--- config.mk ---
export PLATFORM = sky130hd
export DESIGN_NAME = burst_sram
export DESIGN_NICKNAME = d
export VERILOG_FILES = /design/src/rtl/bsram_pkg.sv /design/src/rtl/bsram_cmd_decode.sv /design/src/rtl/bsram_burst.sv /design/src/rtl/bsram_core.sv /design/src/rtl/burst_sram.sv
export SDC_FILE = /design/constraint.sdc
export NUM_CORES = 2
export LEC_CHECK = 0
export CAP_MARGIN = 20
export CORE_MARGIN = 3
export CORE_UTILIZATION = 45
export CTS_BUF_LIST = sky130_fd_sc_hd__clkbuf_16
export DETAILED_ROUTE_END_ITERATION = 7
export PLACE_DENSITY = 0.59
export SKIP_LAST_GASP = 1
export SLEW_MARGIN = 0
export SYNTH_ARGS = -nofsm -noshare
export SYNTH_HDL_FRONTEND = slang
export SYNTH_HIERARCHICAL = 1
export SYNTH_SLANG_ARGS = --single-unit
--- constraint.sdc ---
create_clock -name clk -period 3.3 [get_ports clk]
set_input_delay 0.495 -clock clk [delete_from_list [all_inputs] [get_ports clk]]
set_output_delay 0.495 -clock clk [all_outputs]
set_load 0.01 [all_outputs]
--- src/rtl/bsram_pkg.sv ---
`timescale 1ns/1ps
package bsram_pkg;

    typedef enum logic [2:0] {
        K_IDLE,
        K_START,
        K_DESEL,
        K_NEXT,
        K_HOLD
    } kind_e;

    typedef enum logic [1:0] {
        OP_NONE,
        OP_READ,
        OP_WRITE
    } op_e;

    // low two address bits for burst step n from the start offset
    function automatic logic [1:0] burst_lo(input logic ilv,
                                            input logic [1:0] first,
                                            input logic [1:0] step);
        return ilv ? (first ^ step) : (first + step);
    endfunction

endpackage

--- src/rtl/bsram_cmd_decode.sv ---
`timescale 1ns/1ps
module bsram_cmd_decode
    import bsram_pkg::*;
#(
    parameter int LANES = 4
) (
    input  logic             ce1_n,
    input  logic             ce2,
    input  logic             ce3_n,
    input  logic             pstrb_n,
    input  logic             cstrb_n,
    input  logic             adv_n,
    input  logic             gw_n,
    input  logic             bwe_n,
    input  logic [LANES-1:0] bsel_n,
    input  logic             active,
    output kind_e            kind_o,
    output op_e              op_o,
    output logic [LANES-1:0] lanes_o
);

    logic             start_req;
    logic             chip_on;
    logic             proc_start;
    logic [LANES-1:0] want;

    always_comb begin
        proc_start = !pstrb_n && !ce1_n;
        start_req  = !cstrb_n || proc_start;
        chip_on    = !ce1_n && ce2 && !ce3_n;

        if (!gw_n) begin
            want = '1;
        end else if (!bwe_n) begin
            want = ~bsel_n;
        end else begin
            want = '0;
        end

        if (start_req) begin
            kind_o = chip_on ? K_START : K_DESEL;
        end else if (active) begin
            kind_o = adv_n ? K_HOLD : K_NEXT;
        end else begin
            kind_o = K_IDLE;
        end

        if (kind_o == K_IDLE || kind_o == K_DESEL) begin
            op_o = OP_NONE;
        end else if ((|want) && !(start_req && proc_start)) begin
            op_o = OP_WRITE;
        end else begin
            op_o = OP_READ;
        end

        lanes_o = (op_o == OP_WRITE) ? want : '0;
    end

endmodule

--- src/rtl/bsram_burst.sv ---
`timescale 1ns/1ps
module bsram_burst
    import bsram_pkg::*;
#(
    parameter int ADDR_W = 6
) (
    input  logic              clk,
    input  logic              rst_n,
    input  kind_e             kind_i,
    input  logic              ilv,
    input  logic [ADDR_W-1:0] addr_i,
    output logic              active_o,
    output logic [ADDR_W-1:0] addr_o
);

    localparam int HI_W = ADDR_W - 2;

    typedef struct packed {
        logic            active;
        logic [HI_W-1:0] hi;
        logic [1:0]      first;
        logic [1:0]      step;
    } bst_t;

    bst_t st_d, st_q;

    always_comb begin
        st_d   = st_q;
        addr_o = {st_q.hi, burst_lo(ilv, st_q.first, st_q.step)};
        case (kind_i)
            K_START: begin
                st_d.active = 1'b1;
                st_d.hi     = addr_i[ADDR_W-1:2];
                st_d.first  = addr_i[1:0];
                st_d.step   = 2'd0;
                addr_o      = addr_i;
            end
            K_DESEL: begin
                st_d.active = 1'b0;
            end
            K_NEXT: begin
                st_d.step = st_q.step + 2'd1;
                addr_o    = {st_q.hi, burst_lo(ilv, st_q.first, st_q.step + 2'd1)};
            end
            default: begin
            end
        endcase
    end

    always_ff @(posedge clk) begin
        if (!rst_n) begin
            st_q <= '0;
        end else begin
            st_q <= st_d;
        end
    end

    assign active_o = st_q.active;


    desel_chk: assert property (@(posedge clk) disable iff (!rst_n)
        kind_i == K_DESEL |=> !st_q.active);


    hold_chk: assert property (@(posedge clk) disable iff (!rst_n)
        kind_i == K_HOLD |=> $stable(st_q.step) && $stable(st_q.hi));


    next_chk: assert property (@(posedge clk) disable iff (!rst_n)
        kind_i == K_NEXT |=> (st_q.step == $past(st_q.step) + 2'd1) && $stable(st_q.hi));

endmodule

--- src/rtl/bsram_core.sv ---
`timescale 1ns/1ps
module bsram_core
    import bsram_pkg::*;
#(
    parameter int ADDR_W = 6,
    parameter int LANES  = 4
) (
    input  logic                 clk,
    input  logic                 rst_n,
    input  op_e                  op_i,
    input  logic [ADDR_W-1:0]    addr_i,
    input  logic [8*LANES-1:0]   wdata_i,
    input  logic [LANES-1:0]     lanes_i,
    input  logic                 oe_n,
    output logic [8*LANES-1:0]   rdata_o,
    output logic                 rvalid_o
);

    localparam int DW    = 8 * LANES;
    localparam int DEPTH = 1 << ADDR_W;

    typedef struct packed {
        op_e               op;
        logic [ADDR_W-1:0] addr;
        logic [DW-1:0]     wdata;
        logic [LANES-1:0]  lanes;
    } in_t;

    typedef struct packed {
        logic          valid;
        logic [DW-1:0] data;
    } out_t;

    in_t  in_d, in_q;
    out_t out_d, out_q;

    logic [DW-1:0] mem [DEPTH];

    always_comb begin
        in_d.op    = op_i;
        in_d.addr  = addr_i;
        in_d.wdata = wdata_i;
        in_d.lanes = lanes_i;

        out_d.valid = (in_q.op == OP_READ);
        out_d.data  = (in_q.op == OP_READ) ? mem[in_q.addr] : '0;
    end

    always_ff @(posedge clk) begin
        if (!rst_n) begin
            in_q  <= '0;
            out_q <= '0;
        end else begin
            in_q  <= in_d;
            out_q <= out_d;
        end
    end

    always_ff @(posedge clk) begin
        if (in_q.op == OP_WRITE) begin
            for (int k = 0; k < LANES; k++) begin
                if (in_q.lanes[k]) begin
                    mem[in_q.addr][8*k +: 8] <= in_q.wdata[8*k +: 8];
                end
            end
        end
    end

    assign rvalid_o = out_q.valid && !oe_n;
    assign rdata_o  = rvalid_o ? out_q.data : '0;


    rd_latency_chk: assert property (@(posedge clk) disable iff (!rst_n)
        in_q.op == OP_READ |=> out_q.valid);


    wr_quiet_chk: assert property (@(posedge clk) disable iff (!rst_n)
        in_q.op == OP_WRITE |=> !out_q.valid);

endmodule

--- src/rtl/burst_sram.sv ---
`timescale 1ns/1ps
module burst_sram
    import bsram_pkg::*;
#(
    parameter int ADDR_W = 6,
    parameter int LANES  = 4
) (
    input  logic                 clk,
    input  logic                 rst_n,
    input  logic                 ce1_n,
    input  logic                 ce2,
    input  logic                 ce3_n,
    input  logic                 pstrb_n,
    input  logic                 cstrb_n,
    input  logic                 adv_n,
    input  logic                 gw_n,
    input  logic                 bwe_n,
    input  logic [LANES-1:0]     bsel_n,
    input  logic                 oe_n,
    input  logic                 burst_ilv,
    input  logic [ADDR_W-1:0]    addr,
    input  logic [8*LANES-1:0]   wdata,
    output logic [8*LANES-1:0]   rdata,
    output logic                 rvalid
);

    kind_e             kind;
    op_e               op;
    logic [LANES-1:0]  lanes;
    logic              active;
    logic [ADDR_W-1:0] eff_addr;

    bsram_cmd_decode #(.LANES(LANES)) u_dec (
        .ce1_n   (ce1_n),
        .ce2     (ce2),
        .ce3_n   (ce3_n),
        .pstrb_n (pstrb_n),
        .cstrb_n (cstrb_n),
        .adv_n   (adv_n),
        .gw_n    (gw_n),
        .bwe_n   (bwe_n),
        .bsel_n  (bsel_n),
        .active  (active),
        .kind_o  (kind),
        .op_o    (op),
        .lanes_o (lanes)
    );

    bsram_burst #(.ADDR_W(ADDR_W)) u_burst (
        .clk      (clk),
        .rst_n    (rst_n),
        .kind_i   (kind),
        .ilv      (burst_ilv),
        .addr_i   (addr),
        .active_o (active),
        .addr_o   (eff_addr)
    );

    bsram_core #(.ADDR_W(ADDR_W), .LANES(LANES)) u_core (
        .clk      (clk),
        .rst_n    (rst_n),
        .op_i     (op),
        .addr_i   (eff_addr),
        .wdata_i  (wdata),
        .lanes_i  (lanes),
        .oe_n     (oe_n),
        .rdata_o  (rdata),
        .rvalid_o (rvalid)
    );


    proc_read_chk: assert property (@(posedge clk) disable iff (!rst_n)
        (!pstrb_n && !ce1_n && op != OP_NONE) |-> op == OP_READ);


    gw_all_chk: assert property (@(posedge clk) disable iff (!rst_n)
        (op == OP_WRITE && !gw_n) |-> (&lanes));


    ce1_gate_chk: assert property (@(posedge clk) disable iff (!rst_n)
        (ce1_n && cstrb_n) |-> (kind != K_START && kind != K_DESEL));

endmodule

==> flow_summary.toml <==
[status]
run_status = "complete, but fails checks"
failing_checks = "design-rule violations"

[timing]
finalCritPeriodShare_pct = 96.5
fmaxAchievable_mhz = 314
timing.final.max_slew_violations = 0
setup-violations-final = 0
postLayoutSetupSlackWorst_ns = 0.114
finalHoldViolCount = 0
grt_setup_unrepaired = "no"
tightest_slew_ns = 1.08
fin_setup_tns_ns = 0
timing.final.crit_period_ns = 3.19
worst_clock_skew_ns = 0.0300
timing.max_slew.rel_slack_pct = 27.9

[global_routing]
pin_count_of_the_biggest_net_entering_global_routing = 65
grt_pass1_vias = 47400
antenna_found_initial = 17
global_route.usage.total_pct = 26.5
first_pass_grt_wire_length_mm = 354
overflow = 0

[critical_path]
timing.critical_path.slowest_cell_delay_ns = 0.91
worst_r2r_startpoint = "u_core/in_q[36]"
cp_data_required_time_ns = 4.01
critical-path-top-delay-family = "compound AO/OA/AOI/OAI gates"
reg2reg_slack_ns = 0.11
cpMostUsedCell = "sky130_fd_sc_hd__buf_4"
rr_worst_depth = 7
critical_path.endpoint_type = "flip-flop"
reg2reg_to = "u_core/out_q[29]"
critical_path_arrival_ns = 3.89
critical_path.cell_chain = "buf_4 > buf_4 > o21ai_0 > nand2_1 > o211ai_1 > a222oi_1 > a31oi_1"
critical_path.max_fanout = 29
crit_path_top_delay_cell = "sky130_fd_sc_hd__a222oi_1"
crit_path_start_kind = "flip-flop"
cp.buffers_inverters = 2
setup.worst_path.class = "reg -> reg"

[yosys]
ys.warnings.count = 6
avgSynthCellArea_um2 = 16.9
synth_enable_flop_cells = 2048
synth_cell_type_count = 78
ys_dominant_reg_cell = "sky130_fd_sc_hd__edfxtp_1"
synth_largest_area_cell = "sky130_fd_sc_hd__edfxtp_1"
async_reset_ff_share_pct = 0
ys_seq_elements = 2134
synth_nets = 4885
synth_commonest_cells = "sky130_fd_sc_hd__edfxtp_1, sky130_fd_sc_hd__a22oi_1, sky130_fd_sc_hd__nor2_1"
synth_sequential_area_ratio_pct = 77.6
dominant_cell_by_count_in_the_synthesized_netlist = "sky130_fd_sc_hd__edfxtp_1"
post-synth-top-area-fraction_pct = 75.5
post_synth_inst_count = 4829
synth_top_cells_by_area = "sky130_fd_sc_hd__edfxtp_1, sky130_fd_sc_hd__a22oi_1, sky130_fd_sc_hd__mux2i_1, sky130_fd_sc_hd__dfxtp_1, sky130_fd_sc_hd__a221oi_1"
post_synth_instance_area_mm2 = 0.0815

[clocking]
cts-resized-gates = 0
clock_tree_from_tritoncts = "yes"
h-tree-depth = 4
clock_tree.root_cell = "sky130_fd_sc_hd__clkbuf_16"
clkTransAtPathRegs_ns = 0.06
cts.repair_timing.setup_buffer_count = 0
clk_path_buf_depth = 3
cts_buffers = 205
hold_buffers = 0
tritoncts_num_sinks = 2134
clk_latency_ns = 0.86

[detailed_routing]
via_count = 49400
drt-initial-drc-count = 7248
via_per_inst = 6.33
routed_wire_length_per_instance_um = 32.1
finalWirelength_mm = 251
detail_route.drc_violations = 5
postRouteAntennaNets = 0
drt_pass1_iterations = 8

[final_layout]
design.final.nets = 5321
area_growth_syn_to_layout_pct = 16.3
finished_layout_cell_area_mm2 = 0.0948
final_layout_size_suffix_gt1_share_pct = 17.6

[floorplanning]
die_ar_mm2 = 0.186
chipHeight_um = 432
dieWidth_um = 432
fp.coreArea_mm2 = 0.179
start_util_pct = 45.5
fp-row-count = 155
ports_placed_on_the_boundary = 87

[worst_hold_path]
min-delay-start = "wdata[14]"
hold-path-cell-count = 2
hold_path_end = "u_core/in_q[18]"
hold_class = "in -> reg"

[placed_design]
count_of_input_and_output_buffers = 86
post-dp-hpwl_mm = 161
placement.setup.worst_slack_ns = 0.225
gp_congestion = 0.876
placed_cell_area_mm2 = 0.0882

[job]
drv.max_cap_violation_count = 0

[power]
leakagePower_uw = 0.0303
power_per_cell_area_mw_per_mm2 = 578
ir_worst_vdd_mv = 0.493
p_total_uw = 54800
layout by cell type, fill, tap and decap left out, types with 10 or more instances in the layout:
master	netlist	final
sky130_fd_sc_hd__o32ai_1	17	17
sky130_fd_sc_hd__dfxtp_2	0	32
sky130_fd_sc_hd__clkbuf_16	0	209
sky130_fd_sc_hd__mux4_2	35	35
sky130_fd_sc_hd__o22a_1	25	25
sky130_fd_sc_hd__and2_1	89	88
sky130_fd_sc_hd__o21ai_0	115	115
sky130_fd_sc_hd__clkdlybuf4s50_1	0	85
sky130_fd_sc_hd__clkinv_1	0	66
sky130_fd_sc_hd__a222oi_1	26	26
sky130_fd_sc_hd__nand3_1	26	25
sky130_fd_sc_hd__a211oi_1	26	26
sky130_fd_sc_hd__a2111oi_2	10	10
sky130_fd_sc_hd__buf_4	11	461
sky130_fd_sc_hd__buf_12	0	44
sky130_fd_sc_hd__a221oi_1	195	195
sky130_fd_sc_hd__edfxtp_1	2048	2048
sky130_fd_sc_hd__clkinv_2	0	29
sky130_fd_sc_hd__o211ai_1	13	13
sky130_fd_sc_hd__diode_2	0	16
sky130_fd_sc_hd__a22o_1	40	40
sky130_fd_sc_hd__or4_1	23	23
sky130_fd_sc_hd__a22oi_1	387	387
sky130_fd_sc_hd__mux2_2	50	50
sky130_fd_sc_hd__a32oi_1	13	13
sky130_fd_sc_hd__a21oi_1	88	88
sky130_fd_sc_hd__mux2i_1	261	261
sky130_fd_sc_hd__bufinv_16	0	20
sky130_fd_sc_hd__nor3_1	24	24
sky130_fd_sc_hd__dfxtp_1	86	51
sky130_fd_sc_hd__a31oi_1	77	77
sky130_fd_sc_hd__nand2_1	111	109
sky130_fd_sc_hd__nand4_1	19	19
sky130_fd_sc_hd__inv_1	6	50
sky130_fd_sc_hd__nor2_1	365	354
sky130_fd_sc_hd__o22ai_1	185	185
sequential cells by signal, summed over array words and instances (netlist names):
register          count
u_core/in_q          44
u_core/out_q         33
u_burst/st_q          8
u_burst/active_o      1
u_core/mem         2048
metal layers:
metal  vias up  share of wire [%]  track usage, %
li1      20600                  -               -
met1     25400                 39            37.5
met2      2919                 45            40.1
met5         -             0.0092               0
met3       525                 11            5.58
met4         4                4.4            11.3
worst register-to-register path, cell delays in order, from the launching register on:
cell,delay (ns)
sky130_fd_sc_hd__dfxtp_4,0.56
sky130_fd_sc_hd__buf_4,0.45
sky130_fd_sc_hd__buf_4,0.51
sky130_fd_sc_hd__o21ai_0,0.17
sky130_fd_sc_hd__nand2_1,0.12
sky130_fd_sc_hd__o211ai_1,0.16
sky130_fd_sc_hd__a222oi_1,0.91
sky130_fd_sc_hd__a31oi_1,0.17
final cells by class:
cell class	instances	area (µm²)
inverter	6	27.5
timing repair buffer	591	5200
multi-input combinational	2327	16700
clock buffer	209	5230
tap	2355	2950
sequential	2134	63300
clock inverter	176	1360
fill	14500	84400
antenna	16	40.0
report_power, final:
part / switching [µW] / leakage, µW / internal [µW]
Sequential: 202 / 0.0194 / 29700
Combinational: 1300 / 0.00749 / 566
Clock: 10100 / 0.00340 / 13000
worst max-delay path by stage:
stage,from,to,depth (start not counted)
floorplan,u_core/in_q[38],u_core/mem[10][16],7
global placement,u_core/in_q[36],u_core/out_q[29],7
detailed placement,u_core/in_q[38],u_core/out_q[21],8
CTS,u_core/in_q[38],u_core/out_q[21],8
global route,u_core/in_q[36],u_core/out_q[29],7
finish,u_core/in_q[36],u_core/out_q[29],7
kinds of logic (layout without fill, tap and decap cells):
family	after synthesis	count (layout)	synth area share [%]
flops	2134	2134	77.6
compound gates	1263	1263	11.3
simple gates	709	709	4.03
buf+inv	368	982	2.07
mux	350	350	4.94
xor+xnor	3	3	0.0583
fa+ha+maj	2	2	0.0307
other cells	0	16	0
metrics by stage:
| stage | hold slack (ns) | util (%) | cells |
|---|---|---|---|
| floorplan | 0.478 | - | 4829 |
| global placement | 0.517 | 49.2 | 7411 |
| detailed placement | 0.522 | 49.2 | 7412 |
| CTS | 0.171 | 52.9 | 7797 |
| global route | 0.184 | 52.9 | 7811 |
| finish | 0.208 | 52.9 | 7814 |
No activity file was read; power rests on OpenSTA's default activity.
